## config.mk

```make
export PLATFORM = sky130hd
export DESIGN_NAME = latch_emu
export DESIGN_NICKNAME = d
export VERILOG_FILES = /design/src/rtl/latch_emu_pkg.sv /design/src/rtl/latch_emu_pol.sv /design/src/rtl/latch_emu_state.sv /design/src/rtl/latch_emu_core.sv /design/src/rtl/latch_emu.sv
export SDC_FILE = /design/constraint.sdc
export NUM_CORES = 1
export LEC_CHECK = 0
export BUFFER_PORTS_ARGS = -buffer_cell sky130_fd_sc_hd__buf_2
export CORE_AREA = 10 10 47 49
export CTS_BUF_LIST = sky130_fd_sc_hd__clkbuf_4 sky130_fd_sc_hd__clkbuf_8 sky130_fd_sc_hd__clkbuf_16
export DETAILED_ROUTE_END_ITERATION = 10
export DIE_AREA = 0 0 57 59
export SLEW_MARGIN = 20
export SYNTH_ARGS = -nofsm -noshare
export SYNTH_HDL_FRONTEND = slang
export SYNTH_SLANG_ARGS = --single-unit
```

## constraint.sdc

```tcl
create_clock -name clk -period 0.8 [get_ports clk]
set_input_delay 0.04 -clock clk [delete_from_list [all_inputs] [get_ports clk]]
set_output_delay 0.04 -clock clk [all_outputs]
set_load 0.01 [all_outputs]
```

## src/rtl/latch_emu_pkg.sv

```systemverilog
package latch_emu_pkg;

  // Returns 1 when a level input equals its configured active level.
  function automatic logic lvl_active(input logic sig, input bit act_high);
    return act_high ? sig : ~sig;
  endfunction

endpackage

```

## src/rtl/latch_emu_pol.sv

```systemverilog
module latch_emu_pol #(
  parameter int W         = 8,
  parameter bit ACT_HIGH  = 1'b1
) (
  input  logic [W-1:0] raw_i,
  output logic [W-1:0] act_o
);
  import latch_emu_pkg::*;

  for (genvar i = 0; i < W; i++) begin : g_bit
    always_comb act_o[i] = lvl_active(raw_i[i], ACT_HIGH);
  end
endmodule

```

## src/rtl/latch_emu_state.sv

```systemverilog
module latch_emu_state #(
  parameter int         W         = 8,
  parameter logic [W-1:0] INIT_VAL  = '0,
  parameter logic [W-1:0] INIT_MASK = '1
) (
  input  logic         clk,
  input  logic         rst_n,
  input  logic [W-1:0] nxt_i,
  output logic [W-1:0] prev_o
);
  for (genvar i = 0; i < W; i++) begin : g_bit
    logic st_b;
    if (INIT_MASK[i]) begin : g_rst
      always_ff @(posedge clk or negedge rst_n) begin
        if (!rst_n) st_b <= INIT_VAL[i];
        else        st_b <= nxt_i[i];
      end
    end else begin : g_free
      always_ff @(posedge clk) st_b <= nxt_i[i];
    end
    assign prev_o[i] = st_b;
  end
endmodule

```

## src/rtl/latch_emu_core.sv

```systemverilog
module latch_emu_core #(
  parameter int W           = 8,
  parameter bit USE_SET_CLR = 1'b1
) (
  input  logic         en_act_i,
  input  logic [W-1:0] d_i,
  input  logic [W-1:0] prev_i,
  input  logic [W-1:0] set_act_i,
  input  logic [W-1:0] clr_act_i,
  output logic [W-1:0] q_o
);
  logic [W-1:0] pick;

  for (genvar i = 0; i < W; i++) begin : g_mux
    always_comb pick[i] = en_act_i ? d_i[i] : prev_i[i];
  end

  if (USE_SET_CLR) begin : g_sc
    always_comb q_o = (pick | set_act_i) & ~clr_act_i;
  end else begin : g_plain
    always_comb q_o = pick;
  end
endmodule

```

## src/rtl/latch_emu.sv

```systemverilog
module latch_emu #(
  parameter int           W            = 8,
  parameter bit           EN_ACT_HIGH  = 1'b1,
  parameter bit           USE_SET_CLR  = 1'b1,
  parameter bit           SET_ACT_HIGH = 1'b1,
  parameter bit           CLR_ACT_HIGH = 1'b1,
  parameter logic [W-1:0] INIT_VAL     = '0,
  parameter logic [W-1:0] INIT_MASK    = '1
) (
  input  logic         clk,
  input  logic         rst_n,
  input  logic         en_i,
  input  logic [W-1:0] d_i,
  input  logic [W-1:0] set_i,
  input  logic [W-1:0] clr_i,
  output logic [W-1:0] q_o
);
  import latch_emu_pkg::*;

  logic         en_act;
  logic [W-1:0] set_act, clr_act, prev_q;

  always_comb en_act = lvl_active(en_i, EN_ACT_HIGH);

  latch_emu_pol #(.W(W), .ACT_HIGH(SET_ACT_HIGH)) u_set_pol (
    .raw_i(set_i), .act_o(set_act));

  latch_emu_pol #(.W(W), .ACT_HIGH(CLR_ACT_HIGH)) u_clr_pol (
    .raw_i(clr_i), .act_o(clr_act));

  latch_emu_state #(.W(W), .INIT_VAL(INIT_VAL), .INIT_MASK(INIT_MASK)) u_state (
    .clk(clk), .rst_n(rst_n), .nxt_i(q_o), .prev_o(prev_q));

  latch_emu_core #(.W(W), .USE_SET_CLR(USE_SET_CLR)) u_core (
    .en_act_i(en_act), .d_i(d_i), .prev_i(prev_q),
    .set_act_i(set_act), .clr_act_i(clr_act), .q_o(q_o));
endmodule

```

==> results of run 1 <==
-- power by group --
part / total [uW] / switching, uW / internal [uW]
clock: 306 / 134 / 171
sequential: 441 / 6.81 / 434
combinational: 202 / 92.3 / 110
-- layer usage --
layer	vias up	GRT usage
met5	-	0
met4	0	0.0503
met3	2	0.0343
met2	26	0.0930
met1	149	0.0743
li1	186	-
-- Yosys cell counts --
library cell and n:
a21oi_1 8, buf_6 1, dfrtp_1 8, inv_1 8
mux2i_1 8
-- worst min path at each step --
stage	startpoint	end	slack, ns
floorplan	rst_n	u_state.g_bit[0].st_b	-0.26
global route	clr_i[1]	u_state.g_bit[1].st_b	-0.07
CTS	clr_i[5]	u_state.g_bit[5].st_b	-0.07
global placement	rst_n	u_state.g_bit[6].st_b	-0.11
detailed placement	rst_n	u_state.g_bit[4].st_b	-0.11
finish	clr_i[4]	u_state.g_bit[4].st_b	-0.06
-- logic make-up (layout without fill, tap and decap cells) --
family                 after synthesis  count (layout)  synth area share
buffers and inverters                9              48             0.114
AOI/OAI and AO/OA                    8               8             0.111
muxes                                8               8             0.221
DFF                                  8               8             0.554
-- what timing repair did --
item                       4_1_cts  5_1_grt
hold endpoints to repair        15        6
resized for setup                0        3
pin swaps                        3        4
setup endpoints to repair        8        9
setup buffers                    1        1
-- critical path: cells and delay by family, from the launching register on --
family / cells / cell delay, ns
buf+inv: 1 / 0.14
compound gates: 1 / 0.08
flops: 1 / 0.36
mux: 1 / 0.15
-- final cells by class --
class,instances,area (um^2)
tap,16,20.0
sequential,8,200
clock buffer,3,22.5
fill,164,802
multi-input combinational,16,131
timing repair buffer,37,195
inverter,8,30.0
-- through the flow --
| stage | cell area [um^2] | util | hold WS, ns |
|---|---|---|---|
| 2_1_floorplan | 362 | - | -0.256 |
| 3_3_place_gp | 541 | 0.386 | -0.109 |
| 3_5_place_dp | 541 | 0.386 | -0.109 |
| 4_1_cts | 581 | 0.414 | -0.0742 |
| 5_1_grt | 599 | 0.428 | -0.0688 |
| 6_report | 599 | 0.428 | -0.0622 |
==> flow_summary.ini, run 1 <==
[status]
status = finished with violations
violations = hold timing, setup timing

[timing]
drv_slew = 0
min_period_over_period = 1.28
hold_slack_ns = -0.0622
worst_pin_slew_ns = 0.229
rsz0062_at_grt = yes
hold_violations = 6
fin_crit_ns = 1.03
slew_headroom = 0.848
fin_setup_tns_ns = -1.69
fmax_ghz = 0.973
setup_ws_ns = -0.228
setup_viol = 10
fin_skew_ns = 0

[critical_path]
worstPathMaxFanout = 2
max_stage_delay_ns = 0.36
regToRegSetupSlack_ns = -0.03
startpoint = u_state.g_bit[5].st_b
r2r_end = u_state.g_bit[5].st_b
critPathCaptureType = output port
path_cells = mux2i_1, a21oi_2, buf_2
worst-r2r-cell-count = 3
crit_type = flip-flop to output port
reg2reg_from = u_state.g_bit[5].st_b
crit_end = q_o[5]
required_ns = 0.76
critPathSlowestCell = dfrtp_1
arrival_ns = 0.99
startpoint_type = flip-flop

[run]
drv_cap = 0

[synth]
synth.net_count = 60
synth_top_area_share = 0.554
syn_avg_cell_area_um2 = 11.0
ys_seq_area_frac = 0.554
netlist_instances = 33
netlist_area_um2 = 362
yosys.area.top_type = dfrtp_1
ys_warn_count = 0
synth_cell_type_count = 5
synth_area_leaders = dfrtp_1 (55%), mux2i_1 (22%), a21oi_1 (11%)
ys_seq_elements = 8

[global_route]
track_usage = 0.0663
first_global_vias = 416
antenna_found_initial = 0
grt_max_degree = 9
grt_pass1_wl_um = 1750
gr-total-overflow = 0

[cells_and_area]
syn_to_final_growth_pct = 65.7
top_regs = u_state.g_bit.st_b (8)
largest_register_ffs = 8
num-nets-final = 101
drive_gt1_frac = 0.583
layout_commonest_cell = buf_2
diodes = 0
top_register = u_state.g_bit.st_b
final_cell_count_no_fill = 88
final_cell_mix = buf_2 (34), inv_1 (8), mux2i_1 (8), dfrtp_1 (8), a21oi_1 (5)

[power]
powerDensity_mw_per_mm2 = 1580
p_leak_uw = 0.000367
vdd_drop_max_uv = 936
total_power_uw = 948

[clock_tree]
clkSinkCount = 8
root_buffer = clkbuf_4
cts_tree = yes
clk_pin_slew_ns = 0.05
h-tree-depth = 1
cts_max_path_buffers = 2
insertion_delay_ns = 0.25
cts_made_buffers = 3
ctsHoldBuffers = 1

[placement]
place_congestion = 0.636
pre_cts_slack_ns = 0.0135
place_hpwl_um = 920
io_buffers = 34
place_inst = 82

[floorplan]
num_rows = 14
fp.dieH_um = 59
die_area_mm2 = 0.00336
core_mm2 = 0.00140
die-width_um = 57
start_util = 0.258
num_io_pins = 35

[drt]
avgRoutedWirePerCell_um = 12.2
routed_via_density = 4.13
drc_errors = 0
highest_layer = met4
wl_met3_um = 136
ant_nets = 0
drt_wl_total_um = 1070
dr.first_iter.drc_count = 2
route.met2.wl_um = 428
wl_met1_um = 490
drtPass1Iterations = 4
vias = 363

[worst_hold_path]
holdPathStages = 2
hold_path.class = input pin to flip-flop
No activity file was read; power rests on OpenSTA's default activity.
==> inputs of run 2 (changes only) <==
--- a/config.mk
+++ b/config.mk
@@ -6,11 +6,15 @@
 export NUM_CORES = 1
 export LEC_CHECK = 0
 export BUFFER_PORTS_ARGS = -buffer_cell sky130_fd_sc_hd__buf_2
-export CORE_AREA = 10 10 47 49
+export CELL_PAD_IN_SITES_DETAIL_PLACEMENT = 2
+export CELL_PAD_IN_SITES_GLOBAL_PLACEMENT = 2
+export CORE_MARGIN = 10
+export CORE_UTILIZATION = 17
 export CTS_BUF_LIST = sky130_fd_sc_hd__clkbuf_4 sky130_fd_sc_hd__clkbuf_8 sky130_fd_sc_hd__clkbuf_16
 export DETAILED_ROUTE_END_ITERATION = 10
-export DIE_AREA = 0 0 57 59
+export PLACE_DENSITY_LB_ADDON = 0.1
 export SLEW_MARGIN = 20
 export SYNTH_ARGS = -nofsm -noshare
 export SYNTH_HDL_FRONTEND = slang
 export SYNTH_SLANG_ARGS = --single-unit
+export TNS_END_PERCENT = 1
==> run 2 against run 1 <==
  * The run still ends with hold timing, setup timing left
  * Setup slack lost 0.044 ns
  * Register-to-register slack got worse by 0.04 ns
  * Worst hold slack got worse by 0.0021 ns
  * Critical endpoint is now q_o[4]
  * Die area is 30% higher
  * Combinational power barely moved
  * Largest cell class unchanged
  * Flip-flop and latch count unchanged
  * Highest routed layer is now met3
  * Clock skew unchanged
  * Sequential power is essentially flat
  * Fmax decreased by 4.1%
  * Clock power rose by 4%
==> flow_summary.ini, run 2 (synthesis results as in run 1) <==
[status]
status = finished with violations
violations = hold timing, setup timing

[cells_and_area]
drive_gt1_frac = 0.577
layout_commonest_cell = buf_2
largest_register_ffs = 8
top_regs = u_state.g_bit.st_b (8)
top_register = u_state.g_bit.st_b
final_area_um2 = 606
num-nets-final = 100
final_cell_mix = buf_2 (34), inv_1 (8), mux2i_1 (8), dfrtp_1 (8), a21oi_1 (5)
syn_to_final_growth_pct = 67.5
diodes = 0
fillers = 251

[critical_path]
r2r_end = u_state.g_bit[4].st_b
worst-r2r-cell-count = 3
startpoint_type = flip-flop
crit_type = flip-flop to output port
crit_end = q_o[4]
arrival_ns = 1.03
worstPathMaxFanout = 2
regToRegSetupSlack_ns = -0.07
required_ns = 0.76
critPathCaptureType = output port
startpoint = u_state.g_bit[4].st_b
reg2reg_from = u_state.g_bit[4].st_b

[timing]
fin_skew_ns = 0
drv_slew = 0
worst_pin_slew_ns = 0.190
slew_headroom = 0.870
setup_viol = 9
setup_ws_ns = -0.272
fin_crit_ns = 1.07
hold_slack_ns = -0.0643
rsz0062_at_grt = yes
hold_violations = 7
fmax_ghz = 0.933
min_period_over_period = 1.34

[floorplan]
die-width_um = 66.1
start_util = 0.181
num_rows = 16
die_area_mm2 = 0.00437
num_io_pins = 35
core_mm2 = 0.00200
fp.dieH_um = 66.1

[worst_hold_path]
hold_path.class = input pin to flip-flop
hp-start = clr_i[3]

[clock_tree]
cts_tree = yes
clkSinkCount = 8
cts_max_path_buffers = 2
h-tree-depth = 1
root_buffer = clkbuf_4
cts_made_buffers = 3
clk_pin_slew_ns = 0.06
insertion_delay_ns = 0.25
ctsHoldBuffers = 1

[drt]
wl_met3_um = 117
dr.first_iter.drc_count = 7
avgRoutedWirePerCell_um = 13.6
route.met2.wl_um = 774
drc_errors = 0
highest_layer = met3
drt_wl_total_um = 1330
vias = 373
ant_nets = 0
wl_met1_um = 439
drtPass1Iterations = 2
routed_via_density = 3.81

[power]
total_power_uw = 960
p_leak_uw = 0.000362
powerDensity_mw_per_mm2 = 1590
vdd_drop_max_uv = 533

[placement]
place_congestion = 0.573
dpl_cell_area_um2 = 554
pre_cts_slack_ns = -0.0288
io_buffers = 34
place_hpwl_um = 1200

[global_route]
gr-total-overflow = 0
track_usage = 0.0641
antenna_found_initial = 0
grt_max_degree = 9
first_global_vias = 429
grt_pass1_wl_um = 2060

[run]
drv_cap = 0
-- run 2: cell types whose count changed in the layout (fill, tap and decap cells not counted) --
cell,before,now
buf_4,2,1
-- run 2: what timing repair did --
action | in CTS | in global routing
resized for setup | 0 | 3
buffers inserted | 1 | 0
endpoints found under the hold margin | 15 | 7
pin swaps | 6 | 3
endpoints found under the setup margin | 8 | 10
-- run 2: critical path, stage by stage, from the launching register on --
cell and delay (ns):
dfrtp_1 0.36, mux2i_1 0.16, a21oi_1 0.11, buf_2 0.15
-- run 2: power by group --
| part | switching, uW | total [uW] | internal [uW] |
|---|---|---|---|
| logic | 96.2 | 202 | 106 |
| clock network | 146 | 318 | 172 |
| registers | 6.88 | 440 | 434 |
-- run 2: metrics by stage --
stage	utilization	TNS (ns)	cells	hold WS [ns]
5_1_grt	0.303	-2.52	98	-0.0678
2_1_floorplan	-	0	33	-0.256
3_5_place_dp	0.277	-0.0700	93	-0.102
4_1_cts	0.297	-2.02	98	-0.0678
3_3_place_gp	0.277	-0.0384	93	-0.105
6_report	0.303	-1.88	98	-0.0643
-- run 2: worst min-delay path by stage --
stage | endpoint | slack (ns) | depth (start not counted)
detailed placement | u_state.g_bit[0].st_b | -0.10 | 1
finish | u_state.g_bit[3].st_b | -0.06 | 2
global placement | u_state.g_bit[0].st_b | -0.11 | 1
floorplan | u_state.g_bit[0].st_b | -0.26 | 0
global route | u_state.g_bit[3].st_b | -0.07 | 2
CTS | u_state.g_bit[5].st_b | -0.07 | 2
-- run 2: area by class of cell --
type	count	area (um^2)	share of cell area
inverters	8	30.0	0.0496
multi-input cells	16	131	0.217
repair buffers	36	188	0.310
clock buffers	3	22.5	0.0372
well taps	27	33.8	0.0558
flip-flops and latches	8	200	0.331
-- run 2: layer usage --
layer | GRT usage | vias to the layer above
met1 | 0.0556 | 175
met4 | 0.0314 | 0
met5 | 0 | -
li1 | - | 183
met2 | 0.117 | 15
met3 | 0.0339 | 0
